**config.mk**
```make
export PLATFORM = sky130hd
export DESIGN_NAME = clkcfg_serial_slave
export DESIGN_NICKNAME = d
export VERILOG_FILES = /design/src/rtl/clkcfg_pkg.sv /design/src/rtl/clkcfg_line_sync.sv /design/src/rtl/clkcfg_reg_bank.sv /design/src/rtl/clkcfg_xfer_fsm.sv /design/src/rtl/clkcfg_serial_slave.sv
export SDC_FILE = /design/constraint.sdc
export NUM_CORES = 1
export LEC_CHECK = 0
export BUFFER_PORTS_ARGS = -buffer_cell sky130_fd_sc_hd__buf_4
export CAP_MARGIN = 10
export CELL_PAD_IN_SITES_DETAIL_PLACEMENT = 1
export CELL_PAD_IN_SITES_GLOBAL_PLACEMENT = 1
export CORE_ASPECT_RATIO = 0.5
export CORE_MARGIN = 8
export CORE_UTILIZATION = 45
export CTS_CLUSTER_DIAMETER = 200
export DETAILED_ROUTE_END_ITERATION = 8
export HOLD_SLACK_MARGIN = 0.05
export MAX_ROUTING_LAYER = met4
export PLACE_DENSITY_LB_ADDON = 0.1
export SETUP_SLACK_MARGIN = 0.02
export SLEW_MARGIN = 5
export SYNTH_ARGS = -nofsm -noshare
export SYNTH_HDL_FRONTEND = slang
export SYNTH_SLANG_ARGS = --single-unit
```
**constraint.sdc**
```tcl
create_clock -name clk -period 3 [get_ports clk]
set_input_delay 0.3 -clock clk [delete_from_list [all_inputs] [get_ports clk]]
set_output_delay 0.3 -clock clk [all_outputs]
set_load 0.02 [all_outputs]
```
**src/rtl/clkcfg_pkg.sv**
```systemverilog
// Package: shared types and constants for the clock-enable configuration slave.
// Assumes one byte per register and a fixed two-byte preamble on write frames.
package clkcfg_pkg;

    // Transfer engine states.
    typedef enum logic [2:0] {
        ST_IDLE,   // no frame in progress
        ST_RX,     // shifting in address or write byte
        ST_ACK,    // slave holding SDA low for the acknowledge slot
        ST_TX,     // slave shifting out a read byte
        ST_MACK,   // master acknowledge slot after a read byte
        ST_WAIT    // frame ignored until next start or stop
    } cfg_state_e;

    // Bytes after the write address that are acknowledged and thrown away.
    localparam int unsigned PREAMBLE_BYTES = 2;

    // Value returned for reads past the implemented registers.
    localparam logic [7:0] EMPTY_READ = 8'hFF;

    // Power-on value of register idx: register 0 clear, the rest all enabled.
    function automatic logic [7:0] reg_default(input int unsigned idx);
        return (idx == 0) ? 8'h00 : 8'hFF;
    endfunction

endpackage

```
**src/rtl/clkcfg_line_sync.sv**
```systemverilog
// Module: brings the SCL/SDA pad levels into the clk domain and flags edges.
// Assumes the bus is much slower than clk, so every level lasts several clocks.
// Outputs are registered levels plus single-cycle event strobes.
module clkcfg_line_sync #(
    parameter int unsigned STAGES = 2
) (
    input  logic clk,
    input  logic rst_n,
    input  logic scl_in,
    input  logic sda_in,
    output logic scl_s,
    output logic sda_s,
    output logic scl_rise,
    output logic scl_fall,
    output logic start_det,
    output logic stop_det
);

    logic [STAGES-1:0] scl_chain;
    logic [STAGES-1:0] sda_chain;
    logic              scl_prev;
    logic              sda_prev;

    for (genvar g = 0; g < STAGES; g++) begin : g_stage
        if (g == 0) begin : g_first
            // Purpose: first capture flop of each line, idle-high after reset.
            always_ff @(posedge clk) begin
                if (!rst_n) begin
                    scl_chain[g] <= 1'b1;
                    sda_chain[g] <= 1'b1;
                end else begin
                    scl_chain[g] <= scl_in;
                    sda_chain[g] <= sda_in;
                end
            end
        end else begin : g_next
            // Purpose: further synchronizer stages.
            always_ff @(posedge clk) begin
                if (!rst_n) begin
                    scl_chain[g] <= 1'b1;
                    sda_chain[g] <= 1'b1;
                end else begin
                    scl_chain[g] <= scl_chain[g-1];
                    sda_chain[g] <= sda_chain[g-1];
                end
            end
        end
    end

    assign scl_s = scl_chain[STAGES-1];
    assign sda_s = sda_chain[STAGES-1];

    // Purpose: one-cycle history of the synchronized lines for edge detection.
    always_ff @(posedge clk) begin
        if (!rst_n) begin
            scl_prev <= 1'b1;
            sda_prev <= 1'b1;
        end else begin
            scl_prev <= scl_s;
            sda_prev <= sda_s;
        end
    end

    // Purpose: derive clock edges and start/stop from SDA moving under a high SCL.
    always_comb begin
        scl_rise  = scl_s & ~scl_prev;
        scl_fall  = ~scl_s & scl_prev;
        start_det = scl_s & scl_prev & sda_prev & ~sda_s;
        stop_det  = scl_s & scl_prev & ~sda_prev & sda_s;
    end

endmodule

```
**src/rtl/clkcfg_reg_bank.sv**
```systemverilog
// Module: register bank with per-register power-on defaults and one write port.
// Assumes the write strobe is a single cycle; out-of-range reads give EMPTY_READ.
module clkcfg_reg_bank
    import clkcfg_pkg::*;
#(
    parameter int unsigned NUM_REGS = 7,
    parameter int unsigned IDX_W    = 5
) (
    input  logic                  clk,
    input  logic                  rst_n,
    input  logic                  wr_en,
    input  logic [IDX_W-1:0]      wr_idx,
    input  logic [7:0]            wr_data,
    input  logic [IDX_W-1:0]      rd_idx,
    output logic [7:0]            rd_data,
    output logic [NUM_REGS*8-1:0] regs_flat
);

    logic [7:0] bank_q [NUM_REGS];

    // Purpose: load defaults on reset, else store the strobed byte at its index.
    always_ff @(posedge clk) begin
        if (!rst_n) begin
            for (int i = 0; i < NUM_REGS; i++) begin
                bank_q[i] <= reg_default(i);
            end
        end else if (wr_en) begin
            for (int i = 0; i < NUM_REGS; i++) begin
                if (wr_idx == IDX_W'(i)) begin
                    bank_q[i] <= wr_data;
                end
            end
        end
    end

    // Purpose: read mux with a fixed fill value past the last register.
    always_comb begin
        rd_data = EMPTY_READ;
        for (int i = 0; i < NUM_REGS; i++) begin
            if (rd_idx == IDX_W'(i)) begin
                rd_data = bank_q[i];
            end
        end
    end

    for (genvar i = 0; i < NUM_REGS; i++) begin : g_out
        assign regs_flat[8*i +: 8] = bank_q[i];

        // A strobed write lands in exactly the addressed register.
        p_write_lands_r4 : assert property (@(posedge clk) disable iff (!rst_n)
            (wr_en && wr_idx == IDX_W'(i)) |=> (regs_flat[8*i +: 8] == $past(wr_data)));
    end

endmodule

```
**src/rtl/clkcfg_xfer_fsm.sv**
```systemverilog
// Module: frame engine for the configuration slave. Recognizes the address,
// drives acknowledges, drops the two preamble bytes, issues register writes
// and shifts read data out MSB first.
// Assumes synchronized inputs and event strobes from clkcfg_line_sync; only
// changes SDA after an SCL fall so the line is stable while SCL is high.
module clkcfg_xfer_fsm
    import clkcfg_pkg::*;
#(
    parameter logic [6:0]  SLV_ADDR = 7'h69,
    parameter int unsigned NUM_REGS = 7,
    parameter int unsigned IDX_W    = 5
) (
    input  logic             clk,
    input  logic             rst_n,
    input  logic             pwr_down,
    input  logic             sda_s,
    input  logic             scl_rise,
    input  logic             scl_fall,
    input  logic             start_det,
    input  logic             stop_det,
    input  logic [7:0]       rd_data,
    output logic             wr_en,
    output logic [IDX_W-1:0] wr_idx,
    output logic [7:0]       wr_data,
    output logic [IDX_W-1:0] rd_idx,
    output logic             sda_oe
);

    localparam logic [3:0]       BITS_PER_BYTE = 4'd8;
    localparam logic [IDX_W-1:0] SKIP_CNT      = IDX_W'(PREAMBLE_BYTES);
    localparam logic [IDX_W-1:0] REG_CNT       = IDX_W'(NUM_REGS);

    cfg_state_e       state_q;
    logic [3:0]       bit_cnt_q;
    logic [7:0]       rx_sh_q;
    logic [7:0]       tx_sh_q;
    logic [IDX_W-1:0] byte_cnt_q;
    logic             first_q;
    logic             rw_q;
    logic             mack_q;
    logic             bus_ok;
    logic             rx_done;

    // Purpose: qualify bus events and decode the write strobe for the bank.
    always_comb begin
        bus_ok  = ~pwr_down & ~start_det & ~stop_det;
        rx_done = bus_ok && (state_q == ST_RX) && scl_fall && (bit_cnt_q == BITS_PER_BYTE);
        wr_idx  = byte_cnt_q - SKIP_CNT;
        wr_data = rx_sh_q;
        wr_en   = rx_done && !first_q && (byte_cnt_q >= SKIP_CNT) && (wr_idx < REG_CNT);
        rd_idx  = byte_cnt_q;
    end

    // Purpose: frame sequencing, bit shifting and open-drain SDA control.
    always_ff @(posedge clk) begin
        if (!rst_n) begin
            state_q    <= ST_IDLE;
            bit_cnt_q  <= '0;
            rx_sh_q    <= '0;
            tx_sh_q    <= '0;
            byte_cnt_q <= '0;
            first_q    <= 1'b0;
            rw_q       <= 1'b0;
            mack_q     <= 1'b0;
            sda_oe     <= 1'b0;
        end else if (pwr_down) begin
            state_q   <= ST_IDLE;
            bit_cnt_q <= '0;
            sda_oe    <= 1'b0;
        end else if (start_det) begin
            state_q    <= ST_RX;
            bit_cnt_q  <= '0;
            byte_cnt_q <= '0;
            first_q    <= 1'b1;
            rw_q       <= 1'b0;
            sda_oe     <= 1'b0;
        end else if (stop_det) begin
            state_q <= ST_IDLE;
            sda_oe  <= 1'b0;
        end else begin
            case (state_q)
                ST_RX: begin
                    if (scl_rise && bit_cnt_q < BITS_PER_BYTE) begin
                        rx_sh_q   <= {rx_sh_q[6:0], sda_s};
                        bit_cnt_q <= bit_cnt_q + 4'd1;
                    end
                    if (rx_done) begin
                        bit_cnt_q <= '0;
                        if (first_q) begin
                            if (rx_sh_q[7:1] == SLV_ADDR) begin
                                rw_q    <= rx_sh_q[0];
                                state_q <= ST_ACK;
                                sda_oe  <= 1'b1;
                            end else begin
                                state_q <= ST_WAIT;
                            end
                        end else begin
                            state_q <= ST_ACK;
                            sda_oe  <= 1'b1;
                            if (byte_cnt_q != '1) begin
                                byte_cnt_q <= byte_cnt_q + 1'b1;
                            end
                        end
                    end
                end
                ST_ACK: begin
                    if (scl_fall) begin
                        first_q <= 1'b0;
                        if (first_q && rw_q) begin
                            state_q   <= ST_TX;
                            tx_sh_q   <= rd_data;
                            sda_oe    <= ~rd_data[7];
                            bit_cnt_q <= '0;
                        end else begin
                            state_q <= ST_RX;
                            sda_oe  <= 1'b0;
                        end
                    end
                end
                ST_TX: begin
                    if (scl_fall) begin
                        if (bit_cnt_q == BITS_PER_BYTE - 4'd1) begin
                            sda_oe  <= 1'b0;
                            state_q <= ST_MACK;
                            if (byte_cnt_q != '1) begin
                                byte_cnt_q <= byte_cnt_q + 1'b1;
                            end
                        end else begin
                            tx_sh_q   <= {tx_sh_q[6:0], 1'b0};
                            sda_oe    <= ~tx_sh_q[6];
                            bit_cnt_q <= bit_cnt_q + 4'd1;
                        end
                    end
                end
                ST_MACK: begin
                    if (scl_rise) begin
                        mack_q <= ~sda_s;
                    end
                    if (scl_fall) begin
                        if (mack_q) begin
                            state_q   <= ST_TX;
                            tx_sh_q   <= rd_data;
                            sda_oe    <= ~rd_data[7];
                            bit_cnt_q <= '0;
                        end else begin
                            state_q <= ST_WAIT;
                        end
                    end
                end
                default: begin
                    // ST_IDLE and ST_WAIT: hold until a start or stop.
                end
            endcase
        end
    end

    // SDA enable moves only after an SCL fall or a release event.
    p_sda_on_fall_r11 : assert property (@(posedge clk) disable iff (!rst_n)
        !$stable(sda_oe) |-> $past(scl_fall || start_det || stop_det || pwr_down));

    // Power-down releases the data line on the next cycle.
    p_pdn_release_r9 : assert property (@(posedge clk) disable iff (!rst_n)
        pwr_down |=> !sda_oe);

    // A stop condition releases the data line.
    p_stop_release_r10 : assert property (@(posedge clk) disable iff (!rst_n)
        stop_det |=> !sda_oe);

    // The bit counter never runs past one byte plus its acknowledge.
    p_bitcnt_bound_r1 : assert property (@(posedge clk) disable iff (!rst_n)
        bit_cnt_q <= BITS_PER_BYTE);

endmodule

```
**src/rtl/clkcfg_serial_slave.sv**
```systemverilog
// Module: top of the clock-enable configuration slave. Joins the line
// synchronizer, the frame engine and the register bank, and exposes the bank
// as one flat vector for the clock-enable logic.
// Assumes SDA is wired-AND on the board: sda_oe high pulls the line low.
module clkcfg_serial_slave #(
    parameter logic [6:0]  SLV_ADDR    = 7'h69,
    parameter int unsigned NUM_REGS    = 7,
    parameter int unsigned SYNC_STAGES = 2
) (
    input  logic                  clk,
    input  logic                  rst_n,
    input  logic                  pwr_down,
    input  logic                  scl_in,
    input  logic                  sda_in,
    output logic                  sda_oe,
    output logic [NUM_REGS*8-1:0] regs_out
);

    import clkcfg_pkg::*;

    // Index wide enough for preamble plus all registers, with saturation room.
    localparam int unsigned IDX_W = $clog2(NUM_REGS + PREAMBLE_BYTES + 1) + 1;

    logic             scl_s;
    logic             sda_s;
    logic             scl_rise;
    logic             scl_fall;
    logic             start_det;
    logic             stop_det;
    logic             wr_en;
    logic [IDX_W-1:0] wr_idx;
    logic [7:0]       wr_data;
    logic [IDX_W-1:0] rd_idx;
    logic [7:0]       rd_data;

    clkcfg_line_sync #(
        .STAGES (SYNC_STAGES)
    ) u_sync (
        .clk       (clk),
        .rst_n     (rst_n),
        .scl_in    (scl_in),
        .sda_in    (sda_in),
        .scl_s     (scl_s),
        .sda_s     (sda_s),
        .scl_rise  (scl_rise),
        .scl_fall  (scl_fall),
        .start_det (start_det),
        .stop_det  (stop_det)
    );

    clkcfg_xfer_fsm #(
        .SLV_ADDR (SLV_ADDR),
        .NUM_REGS (NUM_REGS),
        .IDX_W    (IDX_W)
    ) u_fsm (
        .clk       (clk),
        .rst_n     (rst_n),
        .pwr_down  (pwr_down),
        .sda_s     (sda_s),
        .scl_rise  (scl_rise),
        .scl_fall  (scl_fall),
        .start_det (start_det),
        .stop_det  (stop_det),
        .rd_data   (rd_data),
        .wr_en     (wr_en),
        .wr_idx    (wr_idx),
        .wr_data   (wr_data),
        .rd_idx    (rd_idx),
        .sda_oe    (sda_oe)
    );

    clkcfg_reg_bank #(
        .NUM_REGS (NUM_REGS),
        .IDX_W    (IDX_W)
    ) u_bank (
        .clk       (clk),
        .rst_n     (rst_n),
        .wr_en     (wr_en),
        .wr_idx    (wr_idx),
        .wr_data   (wr_data),
        .rd_idx    (rd_idx),
        .rd_data   (rd_data),
        .regs_flat (regs_out)
    );

    // Register outputs hold still across a power-down cycle.
    p_retain_r9 : assert property (@(posedge clk) disable iff (!rst_n)
        pwr_down |=> $stable(regs_out));

    // scl_s is the settled line level; unused beyond the synchronizer here.
    logic unused_scl;
    assign unused_scl = scl_s;

endmodule

```
Word level (Yosys, flattened, before mapping)
Memory sizes are Yosys's and may differ from the RTL's.
Index checks and enable logic that the tools add are counted.
{"block": "op_classes", "addsub": 3, "order_cmp": 3, "eq_ne": 40, "muxes": 99, "bitwise": 26, "reduce_logical": 34}
{"cell": "$mux W8", "count": 14}
{"cell": "$mux W1", "count": 50}
{"cell": "$mux W7", "count": 6}
{"cell": "$mux W5", "count": 7}
{"cell": "$mux W4", "count": 8}
{"cell": "$eq A5 B3 Y1 const B", "count": 6}
{"cell": "$mux W3", "count": 8}
{"cell": "$pmux W7 S3", "count": 1}
{"cell": "$eq A5 B2 Y1 const B", "count": 4}
{"cell": "$ne A4 B1 Y1 const B", "count": 5}
{"cell": "$reduce_and A6 Y1", "count": 3}
{"cell": "$ne A2 B1 Y1 const B", "count": 8}
{"cell": "$pmux W4 S4", "count": 1}
{"cell": "$reduce_and A7 Y1", "count": 2}
{"cell": "$pmux W3 S4", "count": 1}
{"cell": "$reduce_bool A2 Y1", "count": 6}
{"cell": "$eq A5 B1 Y1 const B", "count": 2}
{"cell": "$logic_not A5 Y1", "count": 2}
{"cell": "$not A1 Y1", "count": 10}
{"cell": "$pmux W5 S2", "count": 1}
{"cell": "$reduce_and A10 Y1", "count": 1}
{"cell": "$reduce_and A5 Y1", "count": 2}
{"cell": "$and A1 B1 Y1", "count": 9}
{"cell": "$ne A3 B1 Y1 const B", "count": 3}
{"cell": "other kinds (29)", "count": 45}
{"block": "word_totals", "regBits": 37, "ramBits": 56, "input_bits": 5, "out_inout_bits": 57, "elab_cells": 222, "n_memories": 1}
{"name": "u_bank.bank_q", "words": 7, "width": 8, "rd": 7, "rd_clocked_by_memory_dff": 0, "wr": 7, "line": "clkcfg_reg_bank.sv:19", "text": "logic [7:0] bank_q [NUM_REGS];"}

Longest topological paths before layout
Gate-level depths: netlist (run 1).
{"block": "logic_depth", "word_depth": 16, "ltp_mapped": 9, "ltp_nobuf": 7}

By module
A second synthesis (run 1) with hierarchy kept.
{"block": "hier_totals", "hier_cells": 473, "hier_area_um2": 4832.1}
{"module": "clkcfg_reg_bank", "instances": 1, "cells_per_inst": 233, "area_per_inst_um2": 2713.9, "seq_area_each_um2": 1681.6}
{"module": "clkcfg_xfer_fsm", "instances": 1, "cells_per_inst": 224, "area_per_inst_um2": 1928.1, "seq_area_each_um2": 620.6}
{"module": "clkcfg_line_sync", "instances": 1, "cells_per_inst": 16, "area_per_inst_um2": 190.2, "seq_area_each_um2": 120.1}

Worst setup path before layout (run 1)
OpenSTA, ideal clock, no wires.
{"block": "synth_timing", "kind": "register -> register", "startpoint": "register u_fsm.byte_cnt_q[0] (netlist: u_fsm.rd_idx[0])", "endpoint": "memory u_bank.bank_q[0][0], enable pin", "setup_time_ps": 398, "arrival_time_ps": 2354, "t_required_ps": 2602, "slack_ps": 248, "path_stages_with_launch": 8, "path_buffers": 1, "path_cell_list": "dfxtp_1 -> inv_1 -> ha_1 -> clkbuf_1 -> nand2b_1 -> a22oi_1 -> o31ai_4 -> o41ai_1"}
{"element": "start, declared", "line": "clkcfg_xfer_fsm.sv:37", "text": "logic [IDX_W-1:0] byte_cnt_q;"}
{"element": "start signal, assigned", "line": "clkcfg_xfer_fsm.sv:101", "text": "byte_cnt_q <= byte_cnt_q + 1'b1;"}
{"element": "start signal, assigned", "line": "clkcfg_xfer_fsm.sv:126", "text": "byte_cnt_q <= byte_cnt_q + 1'b1;"}
{"element": "end, declared", "line": "clkcfg_reg_bank.sv:19"}

==> results of run 1 <==
==> stage by stage <==
stage | utilization, % | instance area [um^2] | total power [W] | hold slack, ns
after global routing | 54.1 | 5850 | 0.00299 | 0.132
after global placement | 51.2 | 5540 | 0.00171 | 0.398
after detailed placement | 51.2 | 5540 | 0.00171 | 0.401
final | 54.1 | 5850 | 0.00290 | 0.140
after floorplan | - | 4900 | 0.00159 | 0.386
after CTS | 54.1 | 5850 | 0.00292 | 0.134
==> routing by layer <==
metal / global-route usage [%] / up-vias / part of all wire [%]
li1: - / 1889 / -
met1: 28.9 / 2077 / 48
met2: 32.3 / 88 / 46
met3: 4.60 / 15 / 4.9
met4: 3.91 / 0 / 0.80
met5: - / - / 0
==> power by group <==
group	internal [W]	switching (W)	leakage, nW
sequential	0.00140	0.0000367	0.857
clock	0.000667	0.000552	0.150
combinational	0.0000897	0.000161	1.16
total	0.00215	0.000749	2.16
==> placed cells by master (no fill, tap or decap), drive strengths merged, types with 4 or more instances in the layout <==
master,n
dfxtp,37
o32ai,4
nand2,64
nor4,9
a31oi,8
mux2i,12
o211ai,4
and3,8
or2,4
o21ai,24
nor3b,7
nand4,5
and2,8
nor2,31
nand3b,5
buf,77
a221oi,4
nor2b,5
or4,6
clkbuf,9
o22ai,11
nor3,6
edfxtp,56
o31ai,8
o21a,6
nand2b,20
inv,24
ha,10
nand3,9
a21oi,24
==> area by class of cell <==
type,instances,share of cell area (%)
Timing Repair Buffer,77,9.89
Clock buffer,9,3.85
Inverter,20,1.28
Tap cell,145,3.10
Multi-Input combinational cell,339,39.0
Clock inverter,7,1.48
Sequential cell,93,41.4
==> cell usage after synthesis, drive strengths merged, types with 4 or more instances <==
master / n
nand2: 64
dfxtp: 37
a31oi: 8
ha: 10
nor2: 31
edfxtp: 56
nor2b: 5
nor3: 6
or2: 4
and2: 8
and3: 8
or4: 6
nor4: 9
a221oi: 4
buf: 7
o22ai: 11
a21oi: 24
o21a: 6
inv: 20
o21ai: 24
o31ai: 8
mux2i: 12
nand4: 5
o211ai: 4
o32ai: 4
nor3b: 7
clkbuf: 21
nand3b: 5
nand3: 9
nand2b: 20
==> worst max-delay path, delay by kind of cell (launching register included) <==
family	cells	cell delay, ns
buffers and inverters	1	0.14
adders and majority gates	1	0.23
AOI/OAI and AO/OA	3	0.93
and+or+nand+nor	1	0.59
DFF	1	0.51
==> logic make-up after synthesis <==
group                    count (synthesis)
multiplexers                            13
adder cells (fa/ha/maj)                 10
flip-flops                              93
XOR/XNOR                                 2
AO/OA/AOI/OAI                          114
AND/OR/NAND/NOR                        200
buffers and inverters                   48
==> flip-flops by register name, summed over array words and instances (netlist names) <==
signal	cells
u_fsm.bit_cnt_q	4
u_fsm.sda_oe	1
u_fsm.wr_data	8
u_sync.sda_prev	1
u_fsm.mack_q	1
u_bank.bank_q	56
u_fsm.rw_q	1
u_sync.sda_s	1
u_sync.sda_chain	1
u_sync.scl_chain	1
u_sync.scl_s	1
u_fsm.tx_sh_q	7
u_fsm.first_q	1
u_sync.scl_prev	1
u_fsm.rd_idx	5
u_fsm.state_q	3
==> worst max-delay path by stage <==
stage                         start                  end  slack (ns)
global route        u_fsm.rd_idx[2]  u_bank.bank_q[6][5]        0.07
global placement    u_fsm.rd_idx[2]  u_bank.bank_q[6][0]        0.33
floorplan           u_fsm.rd_idx[0]  u_bank.bank_q[0][0]        0.25
finish              u_fsm.rd_idx[2]  u_bank.bank_q[6][3]        0.23
CTS                 u_fsm.rd_idx[2]  u_bank.bank_q[6][3]        0.24
detailed placement  u_fsm.rd_idx[2]  u_bank.bank_q[6][0]        0.26
==> impl_metrics.tcl, run 1 <==
set metrics [dict create \
    syn2layout_area_growth_pct 19.3 \
    synth_seq_cells 93 \
    avgSynthCellArea_um2 10.2 \
    cts_setup_buffers 0 \
    pre_cts_slack_ns 0.264 \
    wl_per_cell_um 21.8 \
    grt.overflow.total 0 \
    power_density_mw_per_mm2 497 \
    maxCapViolCount 0 \
    dr.pass1.iters 4 \
    tritoncts "built" \
    synthMuxAreaShare_pct 2.68 \
    r2r_slack_ns 0.23 \
    min_to "u_sync.scl_chain[0]" \
    ys_types 70 \
    final_nets 555 \
    period_share_pct 92.2 \
    grt_pass1_vias 4200 \
    cp.required_ns 2.98 \
    max_freq_mhz 361 \
    crit_fanout 12 \
    synthSimpleGateAreaFrac_pct 24.6 \
    synth_edf_count 56 \
    initial_core_util_pct 45.3 \
    nFillCells 1208 \
    startpoint_type "flip-flop" \
    tightest_slew_ns 0.763 \
    io_pins 62 \
    hold_start "scl_in" \
    drv_slew 0 \
    h-tree-depth 3 \
    skew_ns 0.00801 \
    dp_cells 674 \
    dp_hpwl_mm 10.9 \
    postSynthCellCount 480 \
    max_stage_delay_ns 0.59 \
    fp.dieW_um 164 \
    synth_ff_type "edfxtp_1" \
    cts_root_buf "clkbuf_16" \
    critPathArrivalTime_ns 2.74 \
    postCtsHoldBufs 0 \
    worstHoldPathCells 2 \
    row_count 27 \
    grt_pass1_wl_mm 23.9 \
    synth_top_cell_by_area "edfxtp_1" \
    finalSetupViolCount 0 \
    multi_input_area_mm2 0.00228 \
    seq_area_frac_synth_pct 49.4 \
    endpoint_kind "flip-flop" \
    worstReg2RegStart "u_fsm.rd_idx[2]" \
    run_status "finished, final reports clean" \
    cts_buffers 9 \
    synth_nets 495 \
    drt_wl_total_mm 15.0 \
    async_reset_ff_share_pct 0 \
    ir_drop_v 0.000271 \
    post-route-min-period_ns 2.77 \
    clk_pin_slew_ns 0.07 \
    finalHoldViolations 0 \
    gp_congestion 0.842 \
    grt_max_degree 34 \
    synth_top_family_by_area "simple AND/OR/NAND/NOR gates" \
    clock_latency_ns 0.34 \
    synthTopCellsByArea "edfxtp_1 (34%), dfxtp_1 (15%), nand2_1 (4.9%)" \
    num_antenna_cells 0 \
    die_area_mm2 0.0147 \
    drtIter0Drc 267 \
    r2r_cells 6 \
    ctsLongestPathBuffers 2 \
    leakage_nw 2.16 \
    stdcell_count 690 \
    path_cells "inv_1 -> ha_1 -> a22oi_1 -> o31ai_4 -> or4_4 -> o21ai_2" \
    seq_area_mm2 0.00242 \
    synth_fa_ha_area_share_pct 2.55 \
    ant_nets 0 \
    synth_top_area_share_pct 34.3 \
    rsz0062_at_grt "false" \
    finalSetupTns_ns 0 \
    holdCritPathClass "input pin to flip-flop" \
    slew_headroom_pct 49.1 \
    yosys_warnings 0 \
    criticalPathCategory "flip-flop to flip-flop" \
    crit_slowest_cell "or4_4" \
    antenna_found_initial 0 \
    r2r_end "u_bank.bank_q[6][3]" \
    synth-xor-area-share_pct 0.358 \
    cts.repair.resized 0 \
    drive_gt1_share_pct 22.2 \
    track_usage_pct 21.2 \
    die_y_um 89.8 \
    coreArea_mm2 0.0108 \
    drc 0 \
    io_buffers 61 \
    fin_ws_ns 0.233 \
    num_vias 4069 \
    synth-compound-area-share_pct 16.3 \
    cts_sinks 93 \
    vias_per_cell 5.90 \
    syn-cell-area_mm2 0.00490 \
]
No activity file was read; power rests on OpenSTA's default activity.
==> inputs of run 2 (changes only) <==
Settings changed: REMOVE_ABC_BUFFERS set to 1.
==> run 2 against run 1 <==
Effect of this change: die area is the same; largest cell class unchanged; register-to-register slack improved by 0.08 ns; clock power is 7% lower; wire length grew 1.8%; critical path depth is the same; critical path type unchanged.
==> impl_metrics.tcl, run 2 (synthesis gave the netlist of run 1 again) <==
set metrics [dict create \
    drt_wl_total_mm 15.3 \
    cts_root_buf "clkbuf_16" \
    cts_sinks 93 \
    pre_cts_slack_ns 0.298 \
    io_pins 62 \
    drive_gt1_share_pct 21.9 \
    grt_max_degree 34 \
    num_antenna_cells 0 \
    fp.dieW_um 164 \
    ctsLongestPathBuffers 2 \
    ir_drop_v 0.000250 \
    die_y_um 89.8 \
    max_freq_mhz 372 \
    crit_fanout 12 \
    num_vias 4022 \
    cts_buffers 9 \
    path_cells "inv_1 -> ha_1 -> a22oi_1 -> o31ai_4 -> or4_4 -> o21ai_2" \
    largest_reg_flops 56 \
    rsz0062_at_grt "false" \
    maxCapViolCount 0 \
    critPathBufInv 1 \
    slew_headroom_pct 45.5 \
    holdCritPathClass "input pin to flip-flop" \
    startpoint_type "flip-flop" \
    top_register "u_bank.bank_q" \
    clock_latency_ns 0.35 \
    max_stage_delay_ns 0.60 \
    leakage_nw 2.15 \
    cts.repair.resized 0 \
    tritoncts "built" \
    antenna_found_initial 0 \
    final_common_cell "buf_4" \
    cp.required_ns 2.99 \
    crit_family "compound AO/OA/AOI/OAI gates" \
    die_area_mm2 0.0147 \
    skew_ns 0.0156 \
    postCtsHoldBufs 0 \
    coreArea_mm2 0.0108 \
    tightest_slew_ns 0.818 \
    post-route-min-period_ns 2.69 \
    vias_per_cell 5.85 \
    ant_nets 0 \
    wl_per_cell_um 22.2 \
    run_status "finished, final reports clean" \
    cts_setup_buffers 0 \
    gp_congestion 0.817 \
    period_share_pct 89.7 \
    power_density_mw_per_mm2 486 \
    initial_core_util_pct 45.3 \
    final_nets 553 \
    drc 0 \
    dp_hpwl_mm 11.2 \
    endpoint_kind "flip-flop" \
    h-tree-depth 3 \
    drtIter0Drc 236 \
    finalSetupTns_ns 0 \
    clk_pin_slew_ns 0.07 \
    finalHoldViolations 0 \
    finalSetupViolCount 0 \
    dr.pass1.iters 4 \
    final_cell_mix "buf_4 (75), nand2_1 (64), edfxtp_1 (56)" \
    drv_slew 0 \
    track_usage_pct 21.3 \
    syn2layout_area_growth_pct 18.7 \
    crit_slowest_cell "or4_4" \
    criticalPathCategory "flip-flop to flip-flop" \
    grt_pass1_vias 4236 \
    io_buffers 61 \
    grt_pass1_wl_mm 24.0 \
    critPathArrivalTime_ns 2.69 \
    grt.overflow.total 0 \
    fin_ws_ns 0.310 \
    nFillCells 1239 \
    row_count 27 \
]
[run 2: cell type report]
cell class | instances | area [um^2] | area share, %
well taps | 145 | 181 | 3.12
inverters | 20 | 75.1 | 1.29
clock inverters | 7 | 63.8 | 1.10
repair buffers | 75 | 563 | 9.68
flip-flops and latches | 93 | 2420 | 41.6
multi-input cells | 339 | 2290 | 39.3
clock buffers | 9 | 225 | 3.87
[run 2: layer usage]
| metal | vias to the layer above | track usage, % | wire length (um) |
|---|---|---|---|
| met2 | 120 | 31.5 | 6910 |
| li1 | 1886 | - | - |
| met4 | 0 | 4.81 | 172 |
| met5 | - | - | 0 |
| met1 | 2001 | 29.4 | 7230 |
| met3 | 15 | 4.28 | 997 |
[run 2: worst register-to-register path, delay by kind of cell (launching register included)]
kind	cells	cell delay, ns
adder cells (fa/ha/maj)	1	0.23
buffers and inverters	1	0.13
flip-flops	1	0.50
AND/OR/NAND/NOR	1	0.60
AO/OA/AOI/OAI	3	0.88
[run 2: final timing paths]
kind | endpoint | cells past startpoint | start | slack, ns
hold reg to reg | u_sync.sda_s | 1 | u_sync.sda_chain[0] | 0.41
setup / recovery | u_bank.bank_q[6][4] | 6 | u_fsm.rd_idx[2] | 0.31
setup reg to reg | u_bank.bank_q[6][4] | 6 | u_fsm.rd_idx[2] | 0.31
hold / removal | u_sync.sda_chain[0] | 2 | sda_in | 0.14
[run 2: through the flow]
stage	cell area [um^2]	hold slack, ns	utilization [%]	instances	total power, W
6_report	5820	0.136	53.8	688	0.00283
5_1_grt	5820	0.130	53.8	688	0.00290
4_1_cts	5820	0.127	53.8	688	0.00284
3_5_place_dp	5530	0.407	51.1	672	0.00172
3_3_place_gp	5530	0.400	51.1	672	0.00171
2_1_floorplan	4780	0.373	-	452	0.00158
[run 2: report_power, final]
group | internal (W) | switching [W] | total, W
registers | 0.00140 | 0.0000387 | 0.00144
logic | 0.0000887 | 0.000162 | 0.000250
clock network | 0.000584 | 0.000555 | 0.00114
total | 0.00207 | 0.000756 | 0.00283
==> inputs of run 3 (changes only) <==
Settings changed: CORE_UTILIZATION 45 to 30.
==> run 3 against run 2 <==
Effect of this change: wire length up 9.8%; critical path depth unchanged; worst hold slack lost 0.0078 ns; worst setup slack worse by 0.023 ns; cell count grew 13%; first-iteration DRC count increased by 41%; clock-buffer cell count is 1 higher; fmax decreased by 0.85%; design area increased by 2.8%; clock power about the same; critical endpoint is now u_bank.bank_q[5][4]; highest routed layer unchanged.
==> impl_metrics.tcl, run 3 (synthesis gave the netlist of run 1 again) <==
set metrics [dict create \
    cts_sinks 93 \
    seq_area_mm2 0.00242 \
    p_switching_w 0.000758 \
    cp.required_ns 3.00 \
    drt_wl_total_mm 16.8 \
    finalSetupViolCount 0 \
    multi_input_area_mm2 0.00229 \
    gp_congestion 0.794 \
    critPathCapture "u_bank.bank_q[5][4]" \
    crit_slowest_cell "or4_4" \
    grt_pass1_wl_mm 25.9 \
    worst-path-stages 6 \
    top_register "u_bank.bank_q" \
    num_antenna_cells 0 \
    holdCritPathClass "input pin to flip-flop" \
    crit_fanout 12 \
    r2r_cells 6 \
    vias_per_cell 5.16 \
    switching_share_pct 26.8 \
    clk_pin_slew_ns 0.07 \
    skew_ns 0.00880 \
    drc 0 \
    row_count 33 \
    grt_pass1_vias 4180 \
    max_stage_delay_ns 0.59 \
    cts.repair.resized 0 \
    criticalPathCategory "flip-flop to flip-flop" \
    drive_gt1_share_pct 23.0 \
    startpoint "u_fsm.rd_idx[2]" \
    tightest_slew_ns 0.804 \
    power_density_mw_per_mm2 473 \
    wl_per_cell_um 21.6 \
    critPathArrivalTime_ns 2.72 \
    drv_slew 0 \
    coreArea_mm2 0.0162 \
    cts_setup_buffers 0 \
    dp_cells 762 \
    worstHoldPathCells 2 \
    fin_util_pct 36.9 \
    num_vias 4015 \
    syn2layout_area_growth_pct 22.0 \
    io_buffers 61 \
    endpoint_kind "flip-flop" \
    worstReg2RegStart "u_fsm.rd_idx[2]" \
    postCtsHoldBufs 0 \
    rsz0062_at_grt "false" \
    seqPwrFrac_pct 50.9 \
    slew_headroom_pct 46.4 \
    power_frac_clock_pct 39.8 \
    r2r_end "u_bank.bank_q[5][4]" \
    r2r_slack_ns 0.29 \
    clock_latency_ns 0.36 \
    grt_max_degree 34 \
    post-route-min-period_ns 2.71 \
    cts_root_buf "clkbuf_16" \
    die_area_mm2 0.0209 \
    max_freq_mhz 369 \
    tritoncts "built" \
    ir_drop_v 0.000257 \
    ant_nets 0 \
    track_usage_pct 16.8 \
    final_cell_mix "buf_4 (83), nand2_1 (64), edfxtp_1 (56)" \
    stdcell_count 778 \
    fp.dieW_um 197 \
    p_int_w 0.00207 \
    finalHoldViolations 0 \
    io_pins 62 \
    leakage_nw 2.18 \
    startpoint_type "flip-flop" \
    pwr-share-comb_pct 9.3 \
    maxCapViolCount 0 \
    drtIter0Drc 333 \
    path_cells "inv_1 -> ha_1 -> a22oi_1 -> o31ai_4 -> or4_4 -> o21ai_2" \
    period_share_pct 90.5 \
    cts_buffers 9 \
    initial_core_util_pct 30.3 \
    die_y_um 106 \
    final_nets 561 \
    h-tree-depth 3 \
    run_status "finished, final reports clean" \
    crit_family "compound AO/OA/AOI/OAI gates" \
    critPathBufInv 1 \
    final_common_cell "buf_4" \
    dr.pass1.iters 4 \
    nFillCells 1853 \
    ctsLongestPathBuffers 2 \
    antenna_found_initial 0 \
    dp_hpwl_mm 12.6 \
    largest_reg_flops 56 \
    grt.overflow.total 0 \
]
run 3: per-stage QoR:
stage | power, W | hold WS (ns) | setup slack, ns | instance area [um^2] | setup TNS [ns]
after floorplan | 0.00158 | 0.373 | -0.125 | 4780 | -0.998
after global placement | 0.00173 | 0.394 | 0.372 | 5690 | 0
after detailed placement | 0.00173 | 0.398 | 0.264 | 5690 | 0
after CTS | 0.00287 | 0.111 | 0.264 | 5980 | 0
after global routing | 0.00294 | 0.116 | 0.107 | 5980 | 0
final | 0.00283 | 0.128 | 0.286 | 5980 | 0
run 3: layout make-up:
cell class	instances	area share, %
clock inverters	6	0.963
multi-input cells	339	38.2
inverters	20	1.26
well taps	227	4.75
flip-flops and latches	93	40.5
repair buffers	83	10.4
clock buffers	10	3.83
run 3: worst min-delay path by stage:
| stage | slack [ns] | endpoint | startpoint |
|---|---|---|---|
| finish | 0.13 | u_sync.sda_chain[0] | sda_in |
| global route | 0.12 | u_sync.sda_chain[0] | sda_in |
| CTS | 0.11 | u_sync.sda_chain[0] | sda_in |
| detailed placement | 0.40 | u_sync.sda_s | u_sync.sda_chain[0] |
| global placement | 0.39 | u_sync.sda_s | u_sync.sda_chain[0] |
| floorplan | 0.37 | u_sync.scl_chain[0] | rst_n |
run 3: per-layer routing:
layer / vias to the layer above / GRT usage (%) / wire [um]
li1: 1903 / - / -
met1: 2034 / 24.0 / 8850
met2: 68 / 24.4 / 7290
met3: 10 / 3.12 / 553
met4: 0 / 3.47 / 123
met5: - / - / 0
run 3: power by group through the flow:
| stage | registers (W) | logic, W | clock network (W) |
|---|---|---|---|
| after floorplan | 0.00151 | 0.0000749 | 0 |
| after global placement | 0.00147 | 0.000266 | 0 |
| after detailed placement | 0.00147 | 0.000266 | 0 |
| after CTS | 0.00144 | 0.000267 | 0.00117 |
| after global routing | 0.00145 | 0.000279 | 0.00121 |
| final | 0.00144 | 0.000262 | 0.00113 |
run 3: worst reg2reg max path, cell delays in order, from the launching register on:
cell and delay, ns:
dfxtp_1 0.53, inv_1 0.14, ha_1 0.24, a22oi_1 0.25, o31ai_4 0.21, or4_4 0.59, o21ai_2 0.40
